**src/rtl/adc_seq_pkg.sv**
```systemverilog
package adc_seq_pkg;

    typedef enum logic [1:0] {
        PH_IDLE = 2'd0,
        PH_SAMP = 2'd1,
        PH_CONV = 2'd2,
        PH_WAIT = 2'd3
    } phase_e;

endpackage

```
**src/rtl/adc_seq_regs.sv**
```systemverilog
module adc_seq_regs #(
    parameter int REG_W  = 16,
    parameter int ST_W   = 10,
    parameter int CT_W   = 8,
    parameter int CH_W   = 5,
    parameter int CH_LSB = 8,
    parameter int ST_RST = 44,
    parameter int CT_RST = 2
) (
    input  logic              clk,
    input  logic              rst_n,
    input  logic              wr_en,
    input  logic [1:0]        addr,
    input  logic [REG_W-1:0]  wdata,
    input  logic              busy,
    output logic [ST_W-1:0]   st,
    output logic [CT_W-1:0]   ct,
    output logic [CH_W-1:0]   first_ch,
    output logic [CH_W-1:0]   last_ch,
    output logic [REG_W-1:0]  rdata
);

    typedef struct packed {
        logic [ST_W-1:0] st;
        logic [CT_W-1:0] ct;
        logic [CH_W-1:0] first_ch;
        logic [CH_W-1:0] last_ch;
    } cfg_t;

    cfg_t cfg_d, cfg_q;

    always_comb begin
        cfg_d = cfg_q;
        if (wr_en && !busy) begin
            case (addr)
                2'd0:    cfg_d.st       = wdata[ST_W-1:0];
                2'd1:    cfg_d.ct       = wdata[CT_W-1:0];
                2'd2:    cfg_d.first_ch = wdata[CH_LSB +: CH_W];
                default: cfg_d.last_ch  = wdata[CH_LSB +: CH_W];
            endcase
        end
    end

    always_ff @(posedge clk or negedge rst_n) begin
        if (!rst_n) begin
            cfg_q.st       <= ST_W'(ST_RST);
            cfg_q.ct       <= CT_W'(CT_RST);
            cfg_q.first_ch <= '0;
            cfg_q.last_ch  <= '0;
        end else begin
            cfg_q <= cfg_d;
        end
    end

    always_comb begin
        rdata = '0;
        case (addr)
            2'd0:    rdata[ST_W-1:0]       = cfg_q.st;
            2'd1:    rdata[CT_W-1:0]       = cfg_q.ct;
            2'd2:    rdata[CH_LSB +: CH_W] = cfg_q.first_ch;
            default: rdata[CH_LSB +: CH_W] = cfg_q.last_ch;
        endcase
    end

    assign st       = cfg_q.st;
    assign ct       = cfg_q.ct;
    assign first_ch = cfg_q.first_ch;
    assign last_ch  = cfg_q.last_ch;

    // settings hold still across any cycle in which a scan runs
    a_r10_cfg_frozen: assert property (@(posedge clk) disable iff (!rst_n)
        busy |=> $stable(cfg_q));

endmodule

```
**src/rtl/adc_seq_timer.sv**
```systemverilog
module adc_seq_timer #(
    parameter int CNT_W = 12
) (
    input  logic             clk,
    input  logic             rst_n,
    input  logic             load,
    input  logic [CNT_W-1:0] load_val,
    output logic             zero
);

    logic [CNT_W-1:0] cnt_d, cnt_q;

    always_comb begin
        cnt_d = cnt_q;
        if (load)
            cnt_d = load_val;
        else if (cnt_q != '0)
            cnt_d = cnt_q - CNT_W'(1);
    end

    always_ff @(posedge clk or negedge rst_n) begin
        if (!rst_n) cnt_q <= '0;
        else        cnt_q <= cnt_d;
    end

    assign zero = (cnt_q == '0);

    // an expired phase counter never wraps
    a_r3_timer_floor: assert property (@(posedge clk) disable iff (!rst_n)
        (cnt_q == '0 && !load) |=> (cnt_q == '0));

endmodule

```
**src/rtl/adc_seq_fsm.sv**
```systemverilog
module adc_seq_fsm
    import adc_seq_pkg::*;
#(
    parameter int ST_W   = 10,
    parameter int CT_W   = 8,
    parameter int CH_W   = 5,
    parameter int DATA_W = 10,
    parameter int CNT_W  = 12
) (
    input  logic              clk,
    input  logic              rst_n,
    input  logic              start,
    input  logic [ST_W-1:0]   st,
    input  logic [CT_W-1:0]   ct,
    input  logic [CH_W-1:0]   first_ch,
    input  logic [CH_W-1:0]   last_ch,
    input  logic              res_valid,
    input  logic [DATA_W-1:0] res_data,
    input  logic              tmr_zero,
    output logic              tmr_load,
    output logic [CNT_W-1:0]  tmr_val,
    output logic              busy,
    output logic              samp_en,
    output logic              conv_en,
    output logic [CH_W-1:0]   mux_sel,
    output logic              cap_valid,
    output logic [DATA_W-1:0] cap_data,
    output logic [CH_W-1:0]   cap_chan,
    output logic              done
);

    typedef struct packed {
        phase_e            phase;
        logic [CH_W-1:0]   ch;
        logic              cap_valid;
        logic [DATA_W-1:0] cap_data;
        logic [CH_W-1:0]   cap_chan;
        logic              done;
    } seq_t;

    seq_t s_d, s_q;

    logic [CNT_W-1:0] samp_load;
    logic [CNT_W-1:0] conv_load;

    // counter holds (length - 1); a zero sample setting still gives one cycle
    assign samp_load = (st == '0) ? '0 : (CNT_W'(st) - CNT_W'(1));
    assign conv_load = (CNT_W'(ct) * CNT_W'(10)) + CNT_W'(3);

    always_comb begin
        s_d           = s_q;
        s_d.cap_valid = 1'b0;
        s_d.done      = 1'b0;
        tmr_load      = 1'b0;
        tmr_val       = '0;
        case (s_q.phase)
            PH_IDLE: begin
                if (start) begin
                    s_d.phase = PH_SAMP;
                    s_d.ch    = first_ch;
                    tmr_load  = 1'b1;
                    tmr_val   = samp_load;
                end
            end
            PH_SAMP: begin
                if (tmr_zero) begin
                    s_d.phase = PH_CONV;
                    tmr_load  = 1'b1;
                    tmr_val   = conv_load;
                end
            end
            PH_CONV: begin
                if (tmr_zero)
                    s_d.phase = PH_WAIT;
            end
            default: begin
                if (res_valid) begin
                    s_d.cap_valid = 1'b1;
                    s_d.cap_data  = res_data;
                    s_d.cap_chan  = s_q.ch;
                    if (s_q.ch >= last_ch) begin
                        s_d.phase = PH_IDLE;
                        s_d.done  = 1'b1;
                    end else begin
                        s_d.phase = PH_SAMP;
                        s_d.ch    = s_q.ch + CH_W'(1);
                        tmr_load  = 1'b1;
                        tmr_val   = samp_load;
                    end
                end
            end
        endcase
    end

    always_ff @(posedge clk or negedge rst_n) begin
        if (!rst_n) begin
            s_q.phase     <= PH_IDLE;
            s_q.ch        <= '0;
            s_q.cap_valid <= 1'b0;
            s_q.cap_data  <= '0;
            s_q.cap_chan  <= '0;
            s_q.done      <= 1'b0;
        end else begin
            s_q <= s_d;
        end
    end

    assign busy      = (s_q.phase != PH_IDLE);
    assign samp_en   = (s_q.phase == PH_SAMP);
    assign conv_en   = (s_q.phase == PH_CONV);
    assign mux_sel   = s_q.ch;
    assign cap_valid = s_q.cap_valid;
    assign cap_data  = s_q.cap_data;
    assign cap_chan  = s_q.cap_chan;
    assign done      = s_q.done;

    // the end of sampling hands straight over to conversion
    a_r4_conv_after_samp: assert property (@(posedge clk) disable iff (!rst_n)
        (s_q.phase == PH_SAMP && tmr_zero) |=> (s_q.phase == PH_CONV));

    // a capture only follows a strobe seen in the wait phase
    a_r5_cap_from_wait: assert property (@(posedge clk) disable iff (!rst_n)
        s_q.cap_valid |-> $past(s_q.phase == PH_WAIT && res_valid));

    // the done pulse leaves the sequencer idle and comes with a capture
    a_r8_done_idle: assert property (@(posedge clk) disable iff (!rst_n)
        s_q.done |-> (s_q.phase == PH_IDLE && s_q.cap_valid));

    // the active channel never passes the last one unless it is the first
    a_r6_chan_bounded: assert property (@(posedge clk) disable iff (!rst_n)
        (s_q.phase != PH_IDLE) |-> (s_q.ch <= last_ch || s_q.ch == first_ch));

    // a start during sampling leaves channel and phase alone
    a_r9_start_ignored: assert property (@(posedge clk) disable iff (!rst_n)
        (s_q.phase == PH_SAMP && !tmr_zero && start) |=>
            (s_q.phase == PH_SAMP && $stable(s_q.ch)));

endmodule

```
**src/rtl/adc_seq_ctrl.sv**
```systemverilog
module adc_seq_ctrl #(
    parameter int REG_W  = 16,
    parameter int ST_W   = 10,
    parameter int CT_W   = 8,
    parameter int CH_W   = 5,
    parameter int CH_LSB = 8,
    parameter int DATA_W = 10,
    parameter int ST_RST = 44,
    parameter int CT_RST = 2
) (
    input  logic              clk,
    input  logic              rst_n,
    input  logic              reg_wr,
    input  logic [1:0]        reg_addr,
    input  logic [REG_W-1:0]  reg_wdata,
    output logic [REG_W-1:0]  reg_rdata,
    input  logic              start,
    input  logic              res_valid,
    input  logic [DATA_W-1:0] res_data,
    output logic              busy,
    output logic              samp_en,
    output logic              conv_en,
    output logic [CH_W-1:0]   mux_sel,
    output logic              cap_valid,
    output logic [DATA_W-1:0] cap_data,
    output logic [CH_W-1:0]   cap_chan,
    output logic              done
);

    localparam int CONV_MAX = ((2 ** CT_W) - 1) * 10 + 4;
    localparam int CONV_W   = $clog2(CONV_MAX + 1);
    localparam int CNT_W    = (CONV_W > ST_W) ? CONV_W : ST_W;

    logic [ST_W-1:0]  st;
    logic [CT_W-1:0]  ct;
    logic [CH_W-1:0]  first_ch;
    logic [CH_W-1:0]  last_ch;
    logic             tmr_load;
    logic [CNT_W-1:0] tmr_val;
    logic             tmr_zero;

    adc_seq_regs #(
        .REG_W (REG_W), .ST_W (ST_W), .CT_W (CT_W), .CH_W (CH_W),
        .CH_LSB(CH_LSB), .ST_RST(ST_RST), .CT_RST(CT_RST)
    ) u_regs (
        .clk     (clk),
        .rst_n   (rst_n),
        .wr_en   (reg_wr),
        .addr    (reg_addr),
        .wdata   (reg_wdata),
        .busy    (busy),
        .st      (st),
        .ct      (ct),
        .first_ch(first_ch),
        .last_ch (last_ch),
        .rdata   (reg_rdata)
    );

    adc_seq_timer #(.CNT_W(CNT_W)) u_timer (
        .clk     (clk),
        .rst_n   (rst_n),
        .load    (tmr_load),
        .load_val(tmr_val),
        .zero    (tmr_zero)
    );

    adc_seq_fsm #(
        .ST_W(ST_W), .CT_W(CT_W), .CH_W(CH_W), .DATA_W(DATA_W), .CNT_W(CNT_W)
    ) u_fsm (
        .clk      (clk),
        .rst_n    (rst_n),
        .start    (start),
        .st       (st),
        .ct       (ct),
        .first_ch (first_ch),
        .last_ch  (last_ch),
        .res_valid(res_valid),
        .res_data (res_data),
        .tmr_zero (tmr_zero),
        .tmr_load (tmr_load),
        .tmr_val  (tmr_val),
        .busy     (busy),
        .samp_en  (samp_en),
        .conv_en  (conv_en),
        .mux_sel  (mux_sel),
        .cap_valid(cap_valid),
        .cap_data (cap_data),
        .cap_chan (cap_chan),
        .done     (done)
    );

    // busy drops in exactly the cycle that done is raised
    a_r8_busy_ends_with_done: assert property (@(posedge clk) disable iff (!rst_n)
        $fell(busy) |-> done);

endmodule

```
**config.mk**
```make
export PLATFORM = sky130hd
export DESIGN_NAME = adc_seq_ctrl
export DESIGN_NICKNAME = d
export VERILOG_FILES = /design/src/rtl/adc_seq_pkg.sv /design/src/rtl/adc_seq_regs.sv /design/src/rtl/adc_seq_timer.sv /design/src/rtl/adc_seq_fsm.sv /design/src/rtl/adc_seq_ctrl.sv
export SDC_FILE = /design/constraint.sdc
export NUM_CORES = 1
export LEC_CHECK = 0
export ABC_CLOCK_PERIOD_IN_PS = 5500
export CAP_MARGIN = 10
export CORE_ASPECT_RATIO = 1.4
export CORE_MARGIN = 1.5
export CORE_UTILIZATION = 60
export CTS_BUF_LIST = sky130_fd_sc_hd__clkbuf_4
export DETAILED_ROUTE_END_ITERATION = 7
export PLACE_DENSITY = 0.89
export SLEW_MARGIN = 10
export SYNTH_ARGS = -nofsm -noshare
export SYNTH_HDL_FRONTEND = slang
export SYNTH_SLANG_ARGS = --single-unit
```
**constraint.sdc**
```tcl
create_clock -name clk -period 5.5 [get_ports clk]
set_input_delay 0.825 -clock clk [delete_from_list [all_inputs] [get_ports clk]]
set_output_delay 0.825 -clock clk [all_outputs]
set_load 0.01 [all_outputs]
```
* After elaboration in Yosys (flattened, before gate mapping) *
Index checks and enable logic that the tools add are counted.

word-level totals
  input port bits = 33
  logic and storage cells = 76
  flip-flop bits (word level) = 64

operators by class
  $mul = 1
  eq/ne operators = 8
  order comparisons = 1
  multiplexer cells = 26
  bitwise gates (word level) = 3
  reduce and logical (&&, ||, !) cells = 22
  add/subtract/negate cells = 4

operators with widths
  operator                 count
  $mux W12                 7
  $pmux W12 S3             1
  $mux W24                 1
  $mux W17                 1
  $pmux W8 S2              1
  $add A12 B2 Y12 const B  1
  $logic_not A12 Y1        1
  $pmux W2 S3              2
  $reduce_bool A12 Y1      1
  $sub A12 B1 Y12 const B  1
  $mul A8 B3 Y11 const B   1
  $sub A10 B1 Y11 const B  1
  $logic_not A10 Y1        1
  $pmux W5 S2              1
  $reduce_and A2 Y1        5
  $reduce_and A4 Y1        2
  $mux W7                  1
  $mux W1                  6
  $pmux W3 S2              1
  $reduce_bool A2 Y1       3
  $reduce_or A3 Y1         2
  $add A5 B1 Y5 const B    1
  $ge A5 B5 Y1             1
  $mux W5                  1
  12 further kinds         21

* Longest topological paths before layout *
  word-level depth = 6
  mapped depth = 9

* Modules after synthesis *
A second synthesis with hierarchy kept.

second synthesis, totals
  cells, all modules = 407
  area, all modules = 4254.1 um2

modules (own cells, without submodules)
  module         area each (um2)  cells each  seq. area each (um2)  times used
  adc_seq_fsm    2165.8           237         600.6                 1
  adc_seq_regs   1357.6           98          705.7                 1
  adc_seq_timer  730.7            72          300.3                 1

* Least setup slack after synthesis *
OpenSTA, ideal clock, no wires.

  kind = register to register
  start point = reg u_regs.ct[1] (netlist name)
  end point = reg u_timer.cnt_q[10]
  arrival time = 2940 ps
  required time = 5372 ps
  setup time = 128 ps
  cell stages (with the launch flop) = 10
  path buffers = 0
  setup slack = 2432 ps
  cells stage by stage = dfstp_2 > ha_1 > ha_1 > fa_1 > and3_1 > nand3_1 > or4b_2 > a221o_1 > xnor2_1 > o2bb2ai_1

on the way
  word-level cells in the longest chain between the ends = 5

ends and longest elaborated chain
  element                 RTL line             RTL
  $mul A8 B3 Y11          adc_seq_fsm.sv:48    assign conv_load = (CNT_W'(ct) * CNT_W'(10)) + CNT_W'(3);
  $add A12 B2 Y12         adc_seq_fsm.sv:48
  $mux W12                adc_seq_fsm.sv:66    if (tmr_zero) begin
  $pmux W12 S3            adc_seq_fsm.sv:56    case (s_q.phase)
  $mux W12                adc_seq_timer.sv:15  if (load)
  end signal: assignment  adc_seq_timer.sv:23  else cnt_q <= cnt_d;
  end: declaration        adc_seq_timer.sv:11  logic [CNT_W-1:0] cnt_d, cnt_q;

No other way between the ends.
A chain may end at the register's enable or synchronous reset.

* Worst setup path in the final report *
  start point = in reg_addr[0]
  end point = out reg_rdata[10]

on the way
  word-level cells in the longest chain between the ends = 3
  elaborated cells on any way between the ends = 5

ends and longest elaborated chain
  element                                                  RTL line            RTL
  start: declaration                                       adc_seq_ctrl.sv:14  input logic [1:0] reg_addr,
  $eq A2 B1 Y1 / $logic_not A2 Y1 (equally long branches)  adc_seq_regs.sv:57  case (addr)
  $reduce_or A2 Y1 (no line)                               -
  $pmux W3 S2 (*)                                          adc_seq_regs.sv:57
  end: declaration                                         adc_seq_ctrl.sv:16  output logic [REG_W-1:0] reg_rdata,

Mark *: on every way between the ends. The rest lies on a longest branch, timed or not.

==> summary.txt <==
crit start category = input pin
max cap viols = 0
minimum clock period after layout = 3690 ps
DRT Pass-1 Iters = 7
post-CTS setup buffer count = 0
post-synthesis cell area = 4420 sq um
ant diodes = 0
maximum clock insertion buffer count = 2
total CTS buffers = 9
sequential share of the synthesized area = 36.4%
remaining global-route overflow = 0
Synth area leader = dfrtp_1
# clock sinks = 64
chip width = 75.5 um
Post-CTS Hold Buffers = 0
final hold vios = 0
Clock Latency Late Sink = 430 ps
Site Rows = 36
Synth Warn # = 0
Least-Margin Pin Slew = 976 ps
wire per inst = 16.8 um
Antenna Violating Nets Remaining = 0
Mapped Cells = 461
Power Density = 632 nW/um^2
port buffer count = 67
CTS resizes = 0
first-pass GRT wire length = 16,800 um
vias per inst = 5.99
core area = 7030 sq um
TNS Setup = 0 ps
highest clock rate = 271 MHz
dpl hpwl = 7610 um
Root Driver = clkbuf_4
Hold Worst Slack = 499 ps
vias = 3,610
CTS tree = done
WP data arrival = 2870 ps
CP endpoint kind = output port
HP Class = reg -> reg
share of post-route cells with drive strength above 1 = 14.8%
status = completed
largest net degree at the start of global routing = 65
top post-synthesis cells by area = dfrtp_1, mux2_2, ha_1, mux2i_1, buf_4
Die ar. = 7900 sq um
DRT iter0 DRCs = 188
antenna violations before repair = 0
clock slew at reported path FFs = 120 ps
H-tree depth = 3
ys async rst share = 100%
final setup fails = 0
post-synthesis register bit count = 64
Post-synth EDFFs = 0
Tcrit/Tclk final = 67.2%
Layout fillers = 540
Cell variety after synth = 63
final wirelength = 10,100 um
CP max FO = 19
Final Max Tran Viols = 0
Worst IR Drop VDD = 0.526 mV
LEAKAGE = 2.20 nW
fin nets = 564
IO Count = 74
critical path required time = 4680 ps
Layout Skew = 22.6 ps
Synth Flop Type = dfrtp_1
vias in the first global route = 3,541
Initial Utilization = 62.9%
Die H = 105 um
Area Growth Syn to Fin = 15.8%
residual DRC count = 0
Setup CP Type = in -> out
unrepaired setup endpoints after global routing = no
GRT Total Usage = 27.3%
relative max-transition margin = 34.7%
Mean Syn Cell Area = 9.59 sq um
gpl congestion = 0.847
post-synth top area share = 34.0%
through the flow:
step / worst slack, ps / utilization, % / power (mW) / area (sq um) / cells
floorplan: 2430 / - / 2.38 / 4430 / 463
detailed placement: 1820 / 70.9 / 2.89 / 4980 / 587
global route: 1700 / 72.8 / 3.49 / 5120 / 603
CTS: 1830 / 72.8 / 3.22 / 5120 / 603
global placement: 1840 / 70.9 / 2.79 / 4980 / 587
finish: 1810 / 72.8 / 3.24 / 5120 / 603
power by group:
part / internal [mW] / total, mW / switching (mW)
clock: 0.142 / 0.321 / 0.179
sequential: 0.712 / 0.981 / 0.268
combinational: 0.938 / 1.93 / 0.997
total: 1.79 / 3.24 / 1.44
final cells by class:
type | instances | area, sq um | share of cell area, %
Tap cell | 95 | 119 | 2.32
Clock buffer | 10 | 75.1 | 1.47
Clock inverter | 6 | 61.3 | 1.20
Timing Repair Buffer | 69 | 681 | 13.3
Sequential cell | 64 | 1610 | 31.4
Multi-Input combinational cell | 342 | 2510 | 49.1
Inverter | 17 | 63.8 | 1.25
flip-flops by register name (all words and copies together), names as in the netlist:
signal,flops
u_fsm.cap_chan,5
u_fsm.cap_data,10
u_fsm.cap_valid,1
u_fsm.done,1
u_fsm.mux_sel,5
u_fsm.s_q,2
u_regs.ct,8
u_regs.first_ch,5
u_regs.last_ch,5
u_regs.st,10
u_timer.cnt_q,12
synth_stat cells (all sizes together), types with 2 or more instances:
master	n
or4b	2
nor3b	2
ha	27
xor2	6
a211oi	4
nand4	3
o211ai	3
o21ai	19
nor2	46
or3	5
nor4	4
a31oi	4
and3b	2
or4	4
a221o	3
buf	26
xnor2	11
clkbuf	14
nand4b	2
and3	5
mux2	43
o22ai	3
dfstp	4
a2bb2oi	3
nand2b	6
dfrtp	60
nand3b	3
inv	17
a21oi	24
mux2i	19
a22oi	2
a211o	2
nand2	30
nor3	10
nor2b	7
nand3	17
kinds of logic after synthesis:
logic type,after synthesis,synth area share (%)
simple gates,149,17.2
flops,64,36.4
buf+inv,57,7.02
xor+xnor,17,3.37
other cells,1,0.0849
mux,62,15.3
fa+ha+maj,28,8.10
compound gates,83,12.6
critical path, cell delays in order:
cell	delay [ps]
clkdlybuf4s50_1	1110
mux2i_1	200
nor2b_1	170
clkdlybuf4s50_1	550
worst paths after layout:
check	startpoint	to	slack (ps)	cells after the start
setup / recovery	reg_addr[0]	reg_rdata[10]	1810	4
hold / removal	u_fsm.cap_chan[0]	u_fsm.cap_chan[0]	500	2
setup reg to reg	u_regs.ct[1]	u_timer.cnt_q[10]	2160	9
hold reg to reg	u_fsm.cap_chan[0]	u_fsm.cap_chan[0]	500	2
max in group asynchronous	rst_n	u_timer.cnt_q[9]	4410	2
min in group asynchronous	rst_n	u_fsm.cap_data[0]	560	2
cells in the final DEF, fill, tap and decap left out, drive strengths merged, types with 4 or more instances in the layout:
cell type,instances
a211oi,4
a21oi,24
a31oi,4
and3,5
clkbuf,10
clkdlybuf4s50,66
clkinv,4
dfrtp,60
dfstp,4
ha,27
inv,17
mux2,43
mux2i,19
nand2,30
nand2b,6
nand3,17
nor2,46
nor2b,7
nor3,10
nor4,4
o21ai,19
or3,5
or4,4
xnor2,11
xor2,6
per-layer routing:
layer | wire length [um] | vias to the layer above | GRT usage, %
li1 | - | 1732 | -
met1 | 3810 | 1725 | 31.4
met2 | 5520 | 124 | 47.7
met3 | 521 | 29 | 4.73
met4 | 305 | 0 | 12.1
met5 | 0 | - | 0
No activity file was read; power rests on OpenSTA's default activity.
